$ cat config.mk
export PLATFORM = sky130hd
export DESIGN_NAME = wdt_two_stage
export DESIGN_NICKNAME = d
export VERILOG_FILES = /design/src/rtl/wdt_pkg.sv /design/src/rtl/wdt_interval.sv /design/src/rtl/wdt_core.sv /design/src/rtl/wdt_flags.sv /design/src/rtl/wdt_two_stage.sv
export SDC_FILE = /design/constraint.sdc
export NUM_CORES = 1
export LEC_CHECK = 0
export BUFFER_PORTS_ARGS = -buffer_cell sky130_fd_sc_hd__buf_2
export CORE_UTILIZATION = 60
export CTS_CLUSTER_DIAMETER = 60
export DETAILED_ROUTE_END_ITERATION = 16
export HOLD_SLACK_MARGIN = 0.05
export PLACE_DENSITY = 0.79
export SYNTH_ARGS = -nofsm -noshare
export SYNTH_HDL_FRONTEND = slang
export SYNTH_SLANG_ARGS = --single-unit
$ cat constraint.sdc
create_clock -name clk_i -period 5.4 [get_ports clk_i]
set_input_delay 0 -clock clk_i [delete_from_list [all_inputs] [get_ports clk_i]]
set_output_delay 0 -clock clk_i [all_outputs]
set_load 0.01 [all_outputs]
$ cat src/rtl/wdt_pkg.sv
package wdt_pkg;
  typedef enum logic [1:0] {
    PH_COUNT  = 2'd0,
    PH_WINDOW = 2'd1,
    PH_HOLD   = 2'd2
  } wdt_phase_e;
endpackage

$ cat src/rtl/wdt_interval.sv
module wdt_interval #(
  parameter int unsigned SEL_W    = 2,
  parameter int unsigned BASE_EXP = 12,
  parameter int unsigned STEP_EXP = 3,
  parameter int unsigned CNT_W    = 22
) (
  input  logic             clk_i,
  input  logic             rst_ni,
  input  logic [SEL_W-1:0] sel_i,
  input  logic             sel_wr_i,
  output logic [CNT_W-1:0] term_o,
  output logic             sel_chg_o
);
  localparam int unsigned NCODES = 1 << SEL_W;

  logic [SEL_W-1:0] sel_q;
  logic [CNT_W-1:0] term_tbl [NCODES];

  for (genvar g = 0; g < NCODES; g++) begin : g_term
    localparam int unsigned EXP_G = BASE_EXP + STEP_EXP * g;
    assign term_tbl[g] = {{(CNT_W - EXP_G){1'b0}}, {EXP_G{1'b1}}};
  end

  always_ff @(posedge clk_i or negedge rst_ni) begin
    if (!rst_ni)       sel_q <= '0;
    else if (sel_wr_i) sel_q <= sel_i;
  end

  assign sel_chg_o = sel_wr_i && (sel_i != sel_q);
  assign term_o    = term_tbl[sel_q];

  p_sel_hold_r5: assert property (@(posedge clk_i) disable iff (!rst_ni)
    !sel_wr_i |=> $stable(sel_q));
  p_sel_load_r6: assert property (@(posedge clk_i) disable iff (!rst_ni)
    sel_wr_i |=> sel_q == $past(sel_i));
endmodule

$ cat src/rtl/wdt_core.sv
module wdt_core
  import wdt_pkg::*;
#(
  parameter int unsigned CNT_W   = 22,
  parameter int unsigned DLY_EXP = 9
) (
  input  logic             clk_i,
  input  logic             rst_ni,
  input  logic             restart_i,
  input  logic             sel_chg_i,
  input  logic [CNT_W-1:0] term_i,
  input  logic             rst_en_i,
  output logic             tmo_o,
  output logic             req_set_o,
  output logic             req_o
);
  localparam logic [CNT_W-1:0] DLY_TERM = {{(CNT_W - DLY_EXP){1'b0}}, {DLY_EXP{1'b1}}};

  wdt_phase_e       phase_q, phase_d;
  logic [CNT_W-1:0] cnt_q, cnt_d;
  logic             req_q;
  logic             cnt_hit, dly_hit;

  assign cnt_hit = (cnt_q == term_i);
  assign dly_hit = (cnt_q == DLY_TERM);

  always_comb begin
    phase_d   = phase_q;
    cnt_d     = cnt_q;
    tmo_o     = 1'b0;
    req_set_o = 1'b0;
    if (restart_i) begin
      phase_d = PH_COUNT;
      cnt_d   = '0;
    end else begin
      unique case (phase_q)
        PH_COUNT: begin
          if (sel_chg_i) begin
            cnt_d = '0;
          end else if (cnt_hit) begin
            tmo_o   = 1'b1;
            cnt_d   = '0;
            phase_d = PH_WINDOW;
          end else begin
            cnt_d = cnt_q + 1'b1;
          end
        end
        PH_WINDOW: begin
          if (dly_hit) begin
            req_set_o = rst_en_i;
            cnt_d     = '0;
            phase_d   = PH_HOLD;
          end else begin
            cnt_d = cnt_q + 1'b1;
          end
        end
        default: ;
      endcase
    end
  end

  always_ff @(posedge clk_i or negedge rst_ni) begin
    if (!rst_ni) begin
      phase_q <= PH_COUNT;
      cnt_q   <= '0;
      req_q   <= 1'b0;
    end else begin
      phase_q <= phase_d;
      cnt_q   <= cnt_d;
      req_q   <= req_set_o;
    end
  end

  assign req_o = req_q;

  p_req_pulse_r2: assert property (@(posedge clk_i) disable iff (!rst_ni)
    req_q |=> !req_q);
  p_win_bound_r2: assert property (@(posedge clk_i) disable iff (!rst_ni)
    phase_q == PH_WINDOW |-> cnt_q <= DLY_TERM);
  p_req_en_r3: assert property (@(posedge clk_i) disable iff (!rst_ni)
    req_q |-> $past(rst_en_i));
  p_selchg_r6: assert property (@(posedge clk_i) disable iff (!rst_ni)
    (sel_chg_i && !restart_i && phase_q == PH_COUNT) |=> cnt_q == '0);
  p_win_sel_r7: assert property (@(posedge clk_i) disable iff (!rst_ni)
    (phase_q == PH_WINDOW && !restart_i && !dly_hit) |=> cnt_q == $past(cnt_q) + 1'b1);
  p_restart_r8: assert property (@(posedge clk_i) disable iff (!rst_ni)
    restart_i |=> (phase_q == PH_COUNT && cnt_q == '0));
  p_hold_r10: assert property (@(posedge clk_i) disable iff (!rst_ni)
    (phase_q == PH_HOLD && !restart_i) |=> (phase_q == PH_HOLD && !req_q));
endmodule

$ cat src/rtl/wdt_flags.sv
module wdt_flags (
  input  logic clk_i,
  input  logic rst_ni,
  input  logic por_ni,
  input  logic tmo_i,
  input  logic flag_clr_i,
  input  logic req_set_i,
  input  logic cause_clr_i,
  input  logic int_en_i,
  output logic flag_o,
  output logic irq_o,
  output logic cause_o
);
  logic flag_q, cause_q;

  always_ff @(posedge clk_i or negedge rst_ni) begin
    if (!rst_ni)         flag_q <= 1'b0;
    else if (tmo_i)      flag_q <= 1'b1;
    else if (flag_clr_i) flag_q <= 1'b0;
  end

  // cause lives on the power-on reset so the system reset it records keeps it
  always_ff @(posedge clk_i or negedge por_ni) begin
    if (!por_ni)          cause_q <= 1'b0;
    else if (req_set_i)   cause_q <= 1'b1;
    else if (cause_clr_i) cause_q <= 1'b0;
  end

  assign flag_o  = flag_q;
  assign irq_o   = flag_q & int_en_i;
  assign cause_o = cause_q;

  p_flag_sticky_r4: assert property (@(posedge clk_i) disable iff (!rst_ni)
    (flag_q && !flag_clr_i) |=> flag_q);
  p_flag_set_r4: assert property (@(posedge clk_i) disable iff (!rst_ni)
    tmo_i |=> flag_q);
  p_cause_set_r9: assert property (@(posedge clk_i) disable iff (!por_ni)
    req_set_i |=> cause_q);
  p_cause_keep_r9: assert property (@(posedge clk_i) disable iff (!por_ni)
    (cause_q && !cause_clr_i) |=> cause_q);
endmodule

$ cat src/rtl/wdt_two_stage.sv
module wdt_two_stage #(
  parameter int unsigned SEL_W    = 2,
  parameter int unsigned BASE_EXP = 12,
  parameter int unsigned STEP_EXP = 3,
  parameter int unsigned DLY_EXP  = 9
) (
  input  logic             clk_i,
  input  logic             rst_ni,
  input  logic             por_ni,
  input  logic [SEL_W-1:0] sel_i,
  input  logic             sel_wr_i,
  input  logic             restart_i,
  input  logic             int_en_i,
  input  logic             rst_en_i,
  input  logic             flag_clr_i,
  input  logic             cause_clr_i,
  output logic             irq_o,
  output logic             rst_req_o,
  output logic             flag_o,
  output logic             cause_o
);
  localparam int unsigned NCODES  = 1 << SEL_W;
  localparam int unsigned MAX_EXP = BASE_EXP + STEP_EXP * (NCODES - 1);
  localparam int unsigned CNT_W   = (MAX_EXP > DLY_EXP ? MAX_EXP : DLY_EXP) + 1;

  logic [CNT_W-1:0] term;
  logic             sel_chg, tmo, req_set;

  wdt_interval #(
    .SEL_W(SEL_W), .BASE_EXP(BASE_EXP), .STEP_EXP(STEP_EXP), .CNT_W(CNT_W)
  ) u_sel (
    .clk_i(clk_i), .rst_ni(rst_ni), .sel_i(sel_i), .sel_wr_i(sel_wr_i),
    .term_o(term), .sel_chg_o(sel_chg)
  );

  wdt_core #(.CNT_W(CNT_W), .DLY_EXP(DLY_EXP)) u_core (
    .clk_i(clk_i), .rst_ni(rst_ni), .restart_i(restart_i), .sel_chg_i(sel_chg),
    .term_i(term), .rst_en_i(rst_en_i), .tmo_o(tmo), .req_set_o(req_set),
    .req_o(rst_req_o)
  );

  wdt_flags u_flags (
    .clk_i(clk_i), .rst_ni(rst_ni), .por_ni(por_ni), .tmo_i(tmo),
    .flag_clr_i(flag_clr_i), .req_set_i(req_set), .cause_clr_i(cause_clr_i),
    .int_en_i(int_en_i), .flag_o(flag_o), .irq_o(irq_o), .cause_o(cause_o)
  );
endmodule

# --- Word-level counts from Yosys, hierarchy flattened ---
# Index checks and enable logic that the tools add are counted.
word_totals:
  ff_bits: 29
  latch_bits: 0
  ramBits: 0
  mem_bits_ro: 0
  output_inout_bits: 4
  wordCells: 47
  mem_count: 0
classes:
  add_sub_neg: 1
  n_mul: 0
  div_mod_pow: 0
  n_lt_le_gt_ge: 1
  n_eq_ne: 7
  n_shift: 0
  muxes: 24
  bitwise: 2
  n_reduce_logical: 6
op_table:
  columns: ["op", "n"]
  rows:
  - ["22-bit 2-to-1 mux", 6]
  - ["22-bit binary-select mux with 2-bit select", 1]
  - ["22-bit one-hot mux with 2 select lines", 1]
  - ["22-bit by 1-bit adder with 22-bit output, second input constant", 1]
  - ["22-bit equality test", 1]
  - ["22-bit by 9-bit equality test with 1-bit output, second input constant", 1]
  - ["1-bit 2-to-1 mux", 11]
  - ["2-bit 2-to-1 mux", 4]
  - ["3-bit by 2-bit inequality test with 1-bit output, second input constant", 2]
  - ["2-bit one-hot mux with 2 select lines", 1]
  - ["4-bit AND reduction", 1]
  - ["2-bit nonzero test", 2]
  - ["3-bit greater-or-equal comparator, second input constant", 1]
  - ["3-bit inequality test, second input constant", 1]
  - ["2-bit inverter with 3-bit output", 1]
  - ["3-bit nonzero test", 1]
  - ["2-bit by 1-bit equality test with 1-bit output, second input constant", 1]
  - ["2-bit logical NOT", 1]
  - ["2-bit inequality test", 1]
  - ["1-bit AND", 1]
  - ["1-bit logical AND", 1]

# --- Longest topological paths before layout ---
# Gate-level depths: netlist of the first run.
depth:
  ltp_word: 10
  ltp_mapped: 7
  ltp_nobuf: 6

# --- Hierarchy ---
# From an unflattened synthesis of the first run, not the netlist that was laid out.
hier_totals:
  hier_cells: 213
  hier_area_um2: 2055.7
by_module_without_submodules:
  columns: ["module", "n_inst", "cells_each", "area_each_um2", "seq_area_each_um2"]
  rows:
  - ["wdt_core", 1, 175, 1707.9, 625.6]
  - ["wdt_interval", 1, 31, 269.0, 50.0]
  - ["wdt_flags", 1, 7, 78.8, 50.0]

# --- Worst setup path after synthesis of the first run ---
# Ideal clock, no wire load.
synth_path:
  kind: "flip-flop to flip-flop"
  from: "register u_core.cnt_q[17]"
  to: "register u_core.cnt_q[16]"
  setup_time_ns: 0.119
  t_arrival_ns: 1.911
  t_required_ns: 5.281
  path_slack_ns: 3.370
  path_stages_with_launch: 8
  path_buffers: 2
  cell_sequence: "dfrtp_1 > buf_2 > or4_4 > o31ai_4 > a41oi_1 > a221oi_2 > buf_4 > nor2_1"
synth_between:
  elab_chain_len: 5
  word_cells_on_any_way: 7
  classes_between: "eq/ne (2); mux (5)"
synth_rtl:
  columns: ["element", "line_no", "text"]
  rows:
  - ["from (decl)", "wdt_core.sv:20", "logic [CNT_W-1:0] cnt_q, cnt_d;"]
  - ["from (signal assigned)", "wdt_core.sv:69", "cnt_q <= cnt_d;"]
  - ["22-bit equality test", "wdt_core.sv:24", "assign cnt_hit = (cnt_q == term_i);"]
  - ["22-bit 2-to-1 mux", "wdt_core.sv:40", "end else if (cnt_hit) begin"]
  - ["22-bit 2-to-1 mux", "wdt_core.sv:38", "if (sel_chg_i) begin"]
  - ["22-bit one-hot mux with 2 select lines (*)", "wdt_core.sv:36", "unique case (phase_q)"]
  - ["22-bit 2-to-1 mux (*)", "wdt_core.sv:32", "if (restart_i) begin"]
# Mark *: on every way between the ends. The rest lies on a longest branch, timed or not.
# A chain may end at the register's enable or synchronous reset.

# --- Worst setup path after layout of the first run ---
layout_path:
  from: "register u_core.cnt_q[3]"
  to: "register u_flags.cause_q (netlist: u_flags.cause_o)"
layout_between:
  elab_chain_len: 5
  word_cells_on_any_way: 6
  classes_between: "eq/ne (1); mux (4); reduce/logical (1)"
layout_rtl:
  columns: ["element", "line_no", "text"]
  rows:
  - ["22-bit by 9-bit equality test with 1-bit output (*)", "wdt_core.sv:25", "assign dly_hit = (cnt_q == DLY_TERM);"]
  - ["1-bit 2-to-1 mux (*)", "wdt_core.sv:49", "if (dly_hit) begin"]
  - ["1-bit 2-to-1 mux (*)", "wdt_core.sv:36", null]
  - ["1-bit 2-to-1 mux (*)", "wdt_core.sv:32", null]
  - ["1-bit 2-to-1 mux or 2-bit nonzero test (tied branches)", null, null]
  - ["to (signal assigned)", "wdt_flags.sv:24", "if (!por_ni) cause_q <= 1'b0;"]
  - ["to (signal assigned)", "wdt_flags.sv:25", "else if (req_set_i) cause_q <= 1'b1;"]
  - ["to (signal assigned)", "wdt_flags.sv:26", "else if (cause_clr_i) cause_q <= 1'b0;"]
  - ["to (decl)", "wdt_flags.sv:14", "logic flag_q, cause_q;"]
# Marks and branches as above.

==> flow_summary.rst, run 1 <==
.. list-table::
   :header-rows: 1

   * - Metric
     - Value
   * - IO Port Bufs
     - 14
   * - Netlist area before placement
     - roughly 1600 um^2
   * - Yosys reg bits
     - 29
   * - Number of global-route vias before repair
     - 1223
   * - Highest Clock Rate
     - approximately 420 MHz
   * - Inserted Diodes
     - 0
   * - Status
     - completed
   * - Slew HR
     - approximately 36%
   * - Detailed-router iteration count before antenna repair
     - 6
   * - Wire length per cell
     - approximately 15 um
   * - Commonest non-fill, non-tap cell in the layout
     - sky130_fd_sc_hd__nor2_1
   * - Sequential cell area fraction in the yosys report
     - 44.31%
   * - Core Box Area
     - ~2500 um^2
   * - Clk buf depth
     - 2
   * - Synthesized area divided by synthesized cell count
     - just over 9 um^2
   * - Largest area contributor in the synthesized netlist
     - sky130_fd_sc_hd__dfrtp_1
   * - Global route overflow
     - 0
   * - Number of enable-type register cells in the synthesized netlist
     - 0
   * - Number of nets in the layout
     - 218
   * - Vias after detailed routing
     - between 1000 and 1500
   * - Standard-cell row count
     - 18
   * - Y dimension of the die
     - approximately 54 um
   * - Fraction of synthesized cell area taken by the top area cell type
     - about 44%
   * - IR drop worst, VDD
     - around 0.2 mV
   * - Max Fanout on Critical Path
     - 7
   * - Type of element capturing the critical path
     - register
   * - Accumulated negative setup slack
     - 0 ps
   * - Async set-reset flop share out of synthesis
     - between 90% and 100%
   * - Final wirelength
     - around 3.5 mm
   * - Dominant cells by area after synthesis
     - sky130_fd_sc_hd__dfrtp_1 (44%), sky130_fd_sc_hd__nor2_1 (7.6%), sky130_fd_sc_hd__xor2_1 (7.5%)
   * - Global-route wire length before repair
     - 5.244 mm
   * - Buffer type at the clock tree root
     - sky130_fd_sc_hd__clkbuf_4
   * - # DRC
     - 0
   * - CTS tree
     - yes
   * - Number of instances in the synthesized netlist
     - 180
   * - Maximum number of pins on one net before global-route repair
     - 29
   * - Most used flip-flop cell after synthesis
     - sky130_fd_sc_hd__dfrtp_1
   * - Setup repair after global routing missed its margin
     - no
   * - Number of antenna violations at the first check in global routing
     - 0
   * - Half-perimeter wire length of the detailed placement result
     - between 2 and 2.5 mm
   * - Number of buffers created by CTS
     - 5
   * - Horizontal die dimension
     - around 54 um
   * - Hold Fails Final Rpt
     - 0
   * - Die Footprint
     - 2943 um^2
   * - Power density normalized to cell area
     - ~210 nW/um^2
   * - Static leakage power
     - between 0.8 and 0.9 nW
   * - Synth cell types
     - 41
   * - Routed Antenna Nets
     - 0
   * - Worst clock skew
     - around 10 ps
   * - Final worst setup slack
     - ~3000 ps
   * - Final period demand of the worst path
     - 2399 ps
   * - Data arrival, critical path
     - about 2700 ps
   * - Initial Utilization
     - 64.93%
   * - Top library cells by usage in the layout, fill and taps aside
     - sky130_fd_sc_hd__nor2_1 (33), sky130_fd_sc_hd__dfrtp_1 (29), sky130_fd_sc_hd__nand2_1 (16)
   * - Finish-stage setup viols
     - 0
   * - Clock sink count
     - 29
   * - Transition time of the tightest slew-check pin
     - 944.4 ps
   * - Number of warnings issued by yosys
     - 0
   * - End-of-flow core utilization
     - about 75%
   * - Post-CTS Setup Inserts
     - 0
   * - Cts repair resizes
     - 0
   * - Total routing usage reported by global routing
     - 25.91%
   * - Final Slew Violations
     - 0
   * - Crit Path Class
     - reg -> reg
   * - Clock slew at the register clock pins of the worst setup and hold paths
     - ~90 ps
   * - Num ports
     - 15
   * - H-tree levels
     - 2
   * - Synthesized netlist net count
     - approximately 190
   * - Path category of the worst min-delay check
     - in -> async
   * - Per-cell via count in the routed design
     - roughly 6.1
   * - Fraction of layout cells with a size suffix above 1
     - approximately 14%
   * - Final clock period utilization by the worst path
     - between 40 and 50%
   * - Area growth from synthesis to layout
     - 15.28%
   * - Number of maximum-capacitance violations
     - 0
   * - Clock Latency Late Sink
     - approximately 330 ps
   * - Type of origin of the critical path
     - register
   * - Data required, critical path
     - 5670 ps
   * - Initial detailed-routing violation count
     - 35
   * - Setup WS pre-CTS
     - 3083 ps
   * - Global placer's final weighted congestion
     - roughly 0.80
[worst max-delay path: stages (launching register included)]
cell and delay (ps):
sky130_fd_sc_hd__dfrtp_1 410, sky130_fd_sc_hd__nand4_1 290, sky130_fd_sc_hd__nor4_2 590, sky130_fd_sc_hd__nand2_1 250, sky130_fd_sc_hd__o22ai_1 220, sky130_fd_sc_hd__dlygate4sd3_1 580
[through the flow]
| stage | area [um^2] | instances | hold slack, ps | power, mW |
|---|---|---|---|---|
| finish | 1888 | 236 | 217.1 | 0.3953 |
| global route | 1888 | 236 | 290.7 | 0.4109 |
| global placement | 1713 | 217 | -226.1 | 0.2584 |
| CTS | 1888 | 236 | 216.2 | 0.3995 |
| floorplan | 1638 | 180 | -295.6 | 0.2479 |
| detailed placement | 1713 | 217 | -220.3 | 0.2601 |
[path summary, 6_finish.rpt]
kind | cells past startpoint | end | startpoint | slack, ps
setup / recovery | 5 | u_flags.cause_o | u_core.cnt_q[3] | 3000
hold / removal | 2 | u_sel.sel_q[0] | rst_ni | 220
setup reg to reg | 5 | u_flags.cause_o | u_core.cnt_q[3] | 3000
hold reg to reg | 2 | u_flags.flag_o | u_flags.flag_o | 550
max in group asynchronous | 2 | u_core.cnt_q[16] | rst_ni | 4770
min in group clk_i | 3 | irq_o | int_en_i | 280
[registers in the layout, indices dropped and copies added, names as in the netlist]
register / flops
u_core.cnt_q: 22
u_flags.flag_o: 1
u_core.phase_q: 2
u_flags.cause_o: 1
u_sel.sel_q: 2
u_core.req_o: 1
[report_power, final]
part | switching [mW] | internal [mW] | leakage (nW)
Clock | 0.0711 | 0.0613 | 0.0314
Sequential | 0.00545 | 0.220 | 0.399
Combinational | 0.0188 | 0.0187 | 0.384
Total | 0.0954 | 0.300 | 0.814
[repair_timing]
item | in CTS | in global routing
setup endpoints to repair | 0 | 0
hold buffers | 12 | 0
hold endpoints to repair | 36 | 0
[per-layer routing]
layer | track usage, % | vias to the layer above | wire length, um
met2 | 43.09 | 41 | 1710
met4 | 15.81 | 0 | 58
met5 | 0 | - | 0
li1 | - | 686 | -
met1 | 29.93 | 694 | 1577
met3 | 6.111 | 10 | 162
[final cells by class]
cell class                      instances  area [um^2]
Multi-Input combinational cell        137        849.6
Sequential cell                        29        725.7
Fill cell                             176        634.4
Timing Repair Buffer                   27        197.7
Clock buffer                            7        55.05
Tap cell                               30        37.54
Inverter                                6        22.52
[cells in the mapped netlist (all sizes together) (2+ instances only)]
library cell  number
nor2              33
dfrtp             29
nand2             16
xor2              14
nand3             12
nand4              7
xnor2              7
inv                6
nor4               6
a21oi              4
and3               4
buf                4
clkbuf             4
a31oi              3
nor3               3
or4                3
mux2               2
nand2b             2
nor2b              2
o21ai              2
[cell families after synthesis]
kind of cell	share of synthesized area (%)
multiplexers	1.375
buffers and inverters	3.819
AND/OR/NAND/NOR	28.11
adder cells (fa/ha/maj)	0.7638
XOR/XNOR	11.23
flip-flops	44.31
AO/OA/AOI/OAI	10.39
Note: power is estimated with default switching activity, not from simulation.
==> inputs of run 2 (changes only) <==
ABC_AREA = 1   (was unset)
CORE_UTILIZATION = 53   (was 60)
PLACE_DENSITY = 0.74   (was 0.79)
clock period = 2.1 ns   (was 5.4 ns; I/O delays follow)
==> run 2 against run 1 <==
Design area up 15%. Die area up 25%. Largest power group unchanged. Sequential power rose to 2.6 times the previous value. Largest cell class unchanged. Routed wire length up 21%. First-iteration DRC count rose to 3.5 times the previous value. Synthesized cell count up 44%. Register-to-register slack worse by 2800 ps. Clock skew up 1.9 ps.
==> flow_summary.rst, run 2 <==
.. list-table::
   :header-rows: 1

   * - Metric
     - Value
   * - Status
     - completed
   * - Maximum number of pins on one net before global-route repair
     - 29 (unchanged)
   * - Vias after detailed routing
     - 1757 (+23%)
   * - Core Box Area
     - 3153 um^2 (+25%)
   * - Number of warnings issued by yosys
     - 0 (unchanged)
   * - Largest area contributor in the synthesized netlist
     - sky130_fd_sc_hd__dfrtp_1
   * - Static leakage power
     - 1.036 nW (+27%)
   * - Global-route wire length before repair
     - 7.003 mm (+34%)
   * - Power after layout
     - 1.080 mW (+170%)
   * - Count leader, synth
     - sky130_fd_sc_hd__nand2_1
   * - Num ports
     - 15 (unchanged)
   * - Number of maximum-capacitance violations
     - 0 (unchanged)
   * - Type of origin of the critical path
     - register
   * - Largest registers
     - u_core.cnt_q: 22 flops, u_core.phase_q: 2 flops, u_sel.sel_q: 2 flops
   * - Synthesized area divided by synthesized cell count
     - 7.021 um^2 (-23%)
   * - Finish-stage setup viols
     - 0 (unchanged)
   * - Highest Clock Rate
     - 516.6 MHz (+24%)
   * - Fraction of synthesized cell area taken by the top area cell type
     - 39.75% (-4.6 points)
   * - Final Slew Violations
     - 0 (unchanged)
   * - Path category of the worst min-delay check
     - in -> reg
   * - Wire length per cell
     - 12.56 um (-16%)
   * - Sequential cell area fraction in the yosys report
     - 39.75% (-4.6 points)
   * - Die Footprint
     - 3683 um^2 (+25%)
   * - Flip-flop count of the largest register after layout
     - 22 (unchanged)
   * - Synthesized netlist net count
     - 272 (+42%)
   * - H-tree levels
     - 2 (unchanged)
   * - Inserted Diodes
     - 0 (unchanged)
   * - Data required, critical path
     - 2380 ps (-3290 ps)
   * - Type of element capturing the critical path
     - register
   * - Clock Latency Late Sink
     - 340 ps (about the same)
   * - Clock slew at the register clock pins of the worst setup and hold paths
     - 100 ps (about the same)
   * - Number of global-route vias before repair
     - 1639 (+34%)
   * - Post-route cell area
     - 2171 um^2 (+15%)
   * - Accumulated negative setup slack
     - 0 ps (unchanged)
   * - Final clock period utilization by the worst path
     - 92.18% (+48 points)
   * - Number of antenna violations at the first check in global routing
     - 0 (unchanged)
   * - Area share of fa/ha/maj cells after synthesis
     - 0.6854% (-0.079 points)
   * - Commonest non-fill, non-tap cell in the layout
     - sky130_fd_sc_hd__nand2_1
   * - Standard cell area after detailed placement
     - 1946 um^2 (+14%)
   * - Final period demand of the worst path
     - 1936 ps (-463.7 ps)
   * - Slew HR
     - 56.54% (+20 points)
   * - Most used flip-flop cell after synthesis
     - sky130_fd_sc_hd__dfrtp_1
   * - IR drop worst, VDD
     - 0.3228 mV (+66%)
   * - Global route overflow
     - 0 (unchanged)
   * - Top library cells by usage in the layout, fill and taps aside
     - sky130_fd_sc_hd__nand2_1 (69), sky130_fd_sc_hd__nor2_1 (54), sky130_fd_sc_hd__inv_1 (29), sky130_fd_sc_hd__dfrtp_1 (29), sky130_fd_sc_hd__nand3_1 (22)
   * - Transition time of the tightest slew-check pin
     - 651.9 ps (-292.5 ps)
   * - Dominant cells by area after synthesis
     - sky130_fd_sc_hd__dfrtp_1 (40%), sky130_fd_sc_hd__nand2_1 (14%), sky130_fd_sc_hd__nor2_1 (11%)
   * - Biggest register
     - u_core.cnt_q
   * - Number of nets in the layout
     - 306 (+40%)
   * - Detailed-router iteration count before antenna repair
     - 4 (-2)
   * - Simple logic cell fraction of the synthesized area
     - 39.68% (+12 points)
   * - Hold Fails Final Rpt
     - 0 (unchanged)
   * - Standard-cell row count
     - 20 (+2)
   * - Yosys reg bits
     - 29 (unchanged)
   * - Synth cell count leaders
     - sky130_fd_sc_hd__nand2_1 (69), sky130_fd_sc_hd__nor2_1 (54), sky130_fd_sc_hd__dfrtp_1 (29), sky130_fd_sc_hd__inv_1 (29), sky130_fd_sc_hd__nand3_1 (22)
   * - Max Fanout on Critical Path
     - 4 (-3)
   * - Synth cell types
     - 25 (-39%)
   * - Final wirelength
     - 4.257 mm (+21%)
   * - Y dimension of the die
     - 60.69 um (+12%)
   * - Routed Antenna Nets
     - 0 (unchanged)
   * - Number of enable-type register cells in the synthesized netlist
     - 0 (unchanged)
   * - Number of instances in the synthesized netlist
     - 260 (+44%)
   * - IO Port Bufs
     - 14 (unchanged)
   * - Data arrival, critical path
     - 2220 ps (-440 ps)
   * - # DRC
     - 0 (unchanged)
   * - Per-cell via count in the routed design
     - 5.183 (-15%)
   * - Share of the synthesized area in compound gates (AO/OA/AOI/OAI)
     - 5.415% (-5.0 points)
   * - End-of-flow core utilization
     - 68.85% (-6.0 points)
   * - Power density normalized to cell area
     - 497.5 nW/um^2 (+140%)
   * - Initial Utilization
     - 57.90% (-7.0 points)
   * - Initial detailed-routing violation count
     - 124 (+250%)
   * - Worst hold slack across all endpoints
     - 89.11 ps (-127.9 ps)
   * - Post-synthesis share of cell area spent on xor and xnor gates
     - 6.717% (-4.5 points)
   * - Half-perimeter wire length of the detailed placement result
     - 2.960 mm (+26%)
   * - Largest family of logic cells by synthesized area
     - simple AND/OR/NAND/NOR gates
   * - Crit Path Class
     - reg -> reg
   * - Async set-reset flop share out of synthesis
     - 100.0% (unchanged)
   * - Number of buffers created by CTS
     - 5 (unchanged)
   * - Fraction of layout cells with a size suffix above 1
     - 12.20% (-1.9 points)
   * - Global placer's final weighted congestion
     - 0.9027 (+13%)
   * - CTS tree
     - yes
   * - Area growth from synthesis to layout
     - 18.92%
   * - Total routing usage reported by global routing
     - 26.56% (+0.64 points)
   * - Clk buf depth
     - 2 (unchanged)
   * - Netlist area before placement
     - 1826 um^2 (+11%)
   * - Horizontal die dimension
     - 60.69 um (+12%)
   * - Buffer type at the clock tree root
     - sky130_fd_sc_hd__clkbuf_4
   * - Mux share of post-synthesis cell area
     - 0% (-1.4 points)
   * - Clock sink count
     - 29 (unchanged)
   * - Setup repair after global routing missed its margin
     - no
   * - Worst clock skew
     - 12.35 ps (+1.921 ps)
## run 2: cell count changes after synthesis, sizes merged, moves of 6 or more
cell,before,now
inv,6,29
nand3,12,25
nor2,33,57
nand2,16,72
nor4,6,0
## run 2: power breakdown
group / total [mW] / leakage, nW / switching (mW) / internal, mW
sequential: 0.575 / 0.400 / 0.0101 / 0.565
clock: 0.399 / 0.0413 / 0.205 / 0.194
combinational: 0.106 / 0.594 / 0.0563 / 0.0496
total: 1.08 / 1.04 / 0.272 / 0.808
## run 2: area by class of cell
class / count / area (um^2)
Clock buffer: 7 / 65.06
Clock inverter: 1 / 5.005
Fill cell: 291 / 982.2
Inverter: 29 / 108.9
Multi-Input combinational cell: 198 / 963.4
Sequential cell: 29 / 725.7
Tap cell: 44 / 55.05
Timing Repair Buffer: 31 / 247.7
## run 2: final timing paths
kind / startpoint / end / slack, ps / cells past startpoint
setup / recovery: u_core.cnt_q[1] / u_flags.cause_o / 160 / 6
hold / removal: sel_wr_i / u_core.cnt_q[17] / 90 / 6
setup reg to reg: u_core.cnt_q[1] / u_flags.cause_o / 160 / 6
hold reg to reg: u_core.cnt_q[0] / u_core.cnt_q[0] / 550 / 2
max in group asynchronous: rst_ni / u_core.cnt_q[4] / 1460 / 2
min in group asynchronous: rst_ni / u_sel.sel_q[1] / 210 / 2
## run 2: metrics by stage
stage / std cells / worst slack [ps]
after floorplan: 260 / 463.1
after global placement: 316 / 357.9
after detailed placement: 316 / 341.6
after CTS: 339 / 120.6
after global routing: 339 / 62.52
final: 339 / 164.3
## run 2: repair_timing
item	4_1_cts	5_1_grt
endpoints found under the hold margin	36	0
hold buffers	15	0
setup buffers	0	0
resized for setup	0	1
endpoints found under the setup margin	0	1
## run 2: cells by family (layout without fill, tap and decap cells)
family                   after synthesis  count (layout)
AO/OA/AOI/OAI                         15              15
AND/OR/NAND/NOR                      168             168
adder cells (fa/ha/maj)                1               1
flip-flops                            29              29
XOR/XNOR                              14              14
buffers and inverters                 33              68
## run 2: critical path, stage by stage, from the launching register on
cell	delay [ps]
sky130_fd_sc_hd__dfrtp_1	400
sky130_fd_sc_hd__ha_1	260
sky130_fd_sc_hd__nand2_2	110
sky130_fd_sc_hd__nor3_2	210
sky130_fd_sc_hd__nand3_1	190
sky130_fd_sc_hd__o22ai_1	150
sky130_fd_sc_hd__dlygate4sd3_1	570
## run 2: routing by layer
metal	vias up	track usage (%)	part of all wire (%)
met5	-	0	0
met4	0	12.66	2.1
met3	10	7.463	5.7
met2	56	41.92	47
met1	802	33.79	45
li1	889	-	-
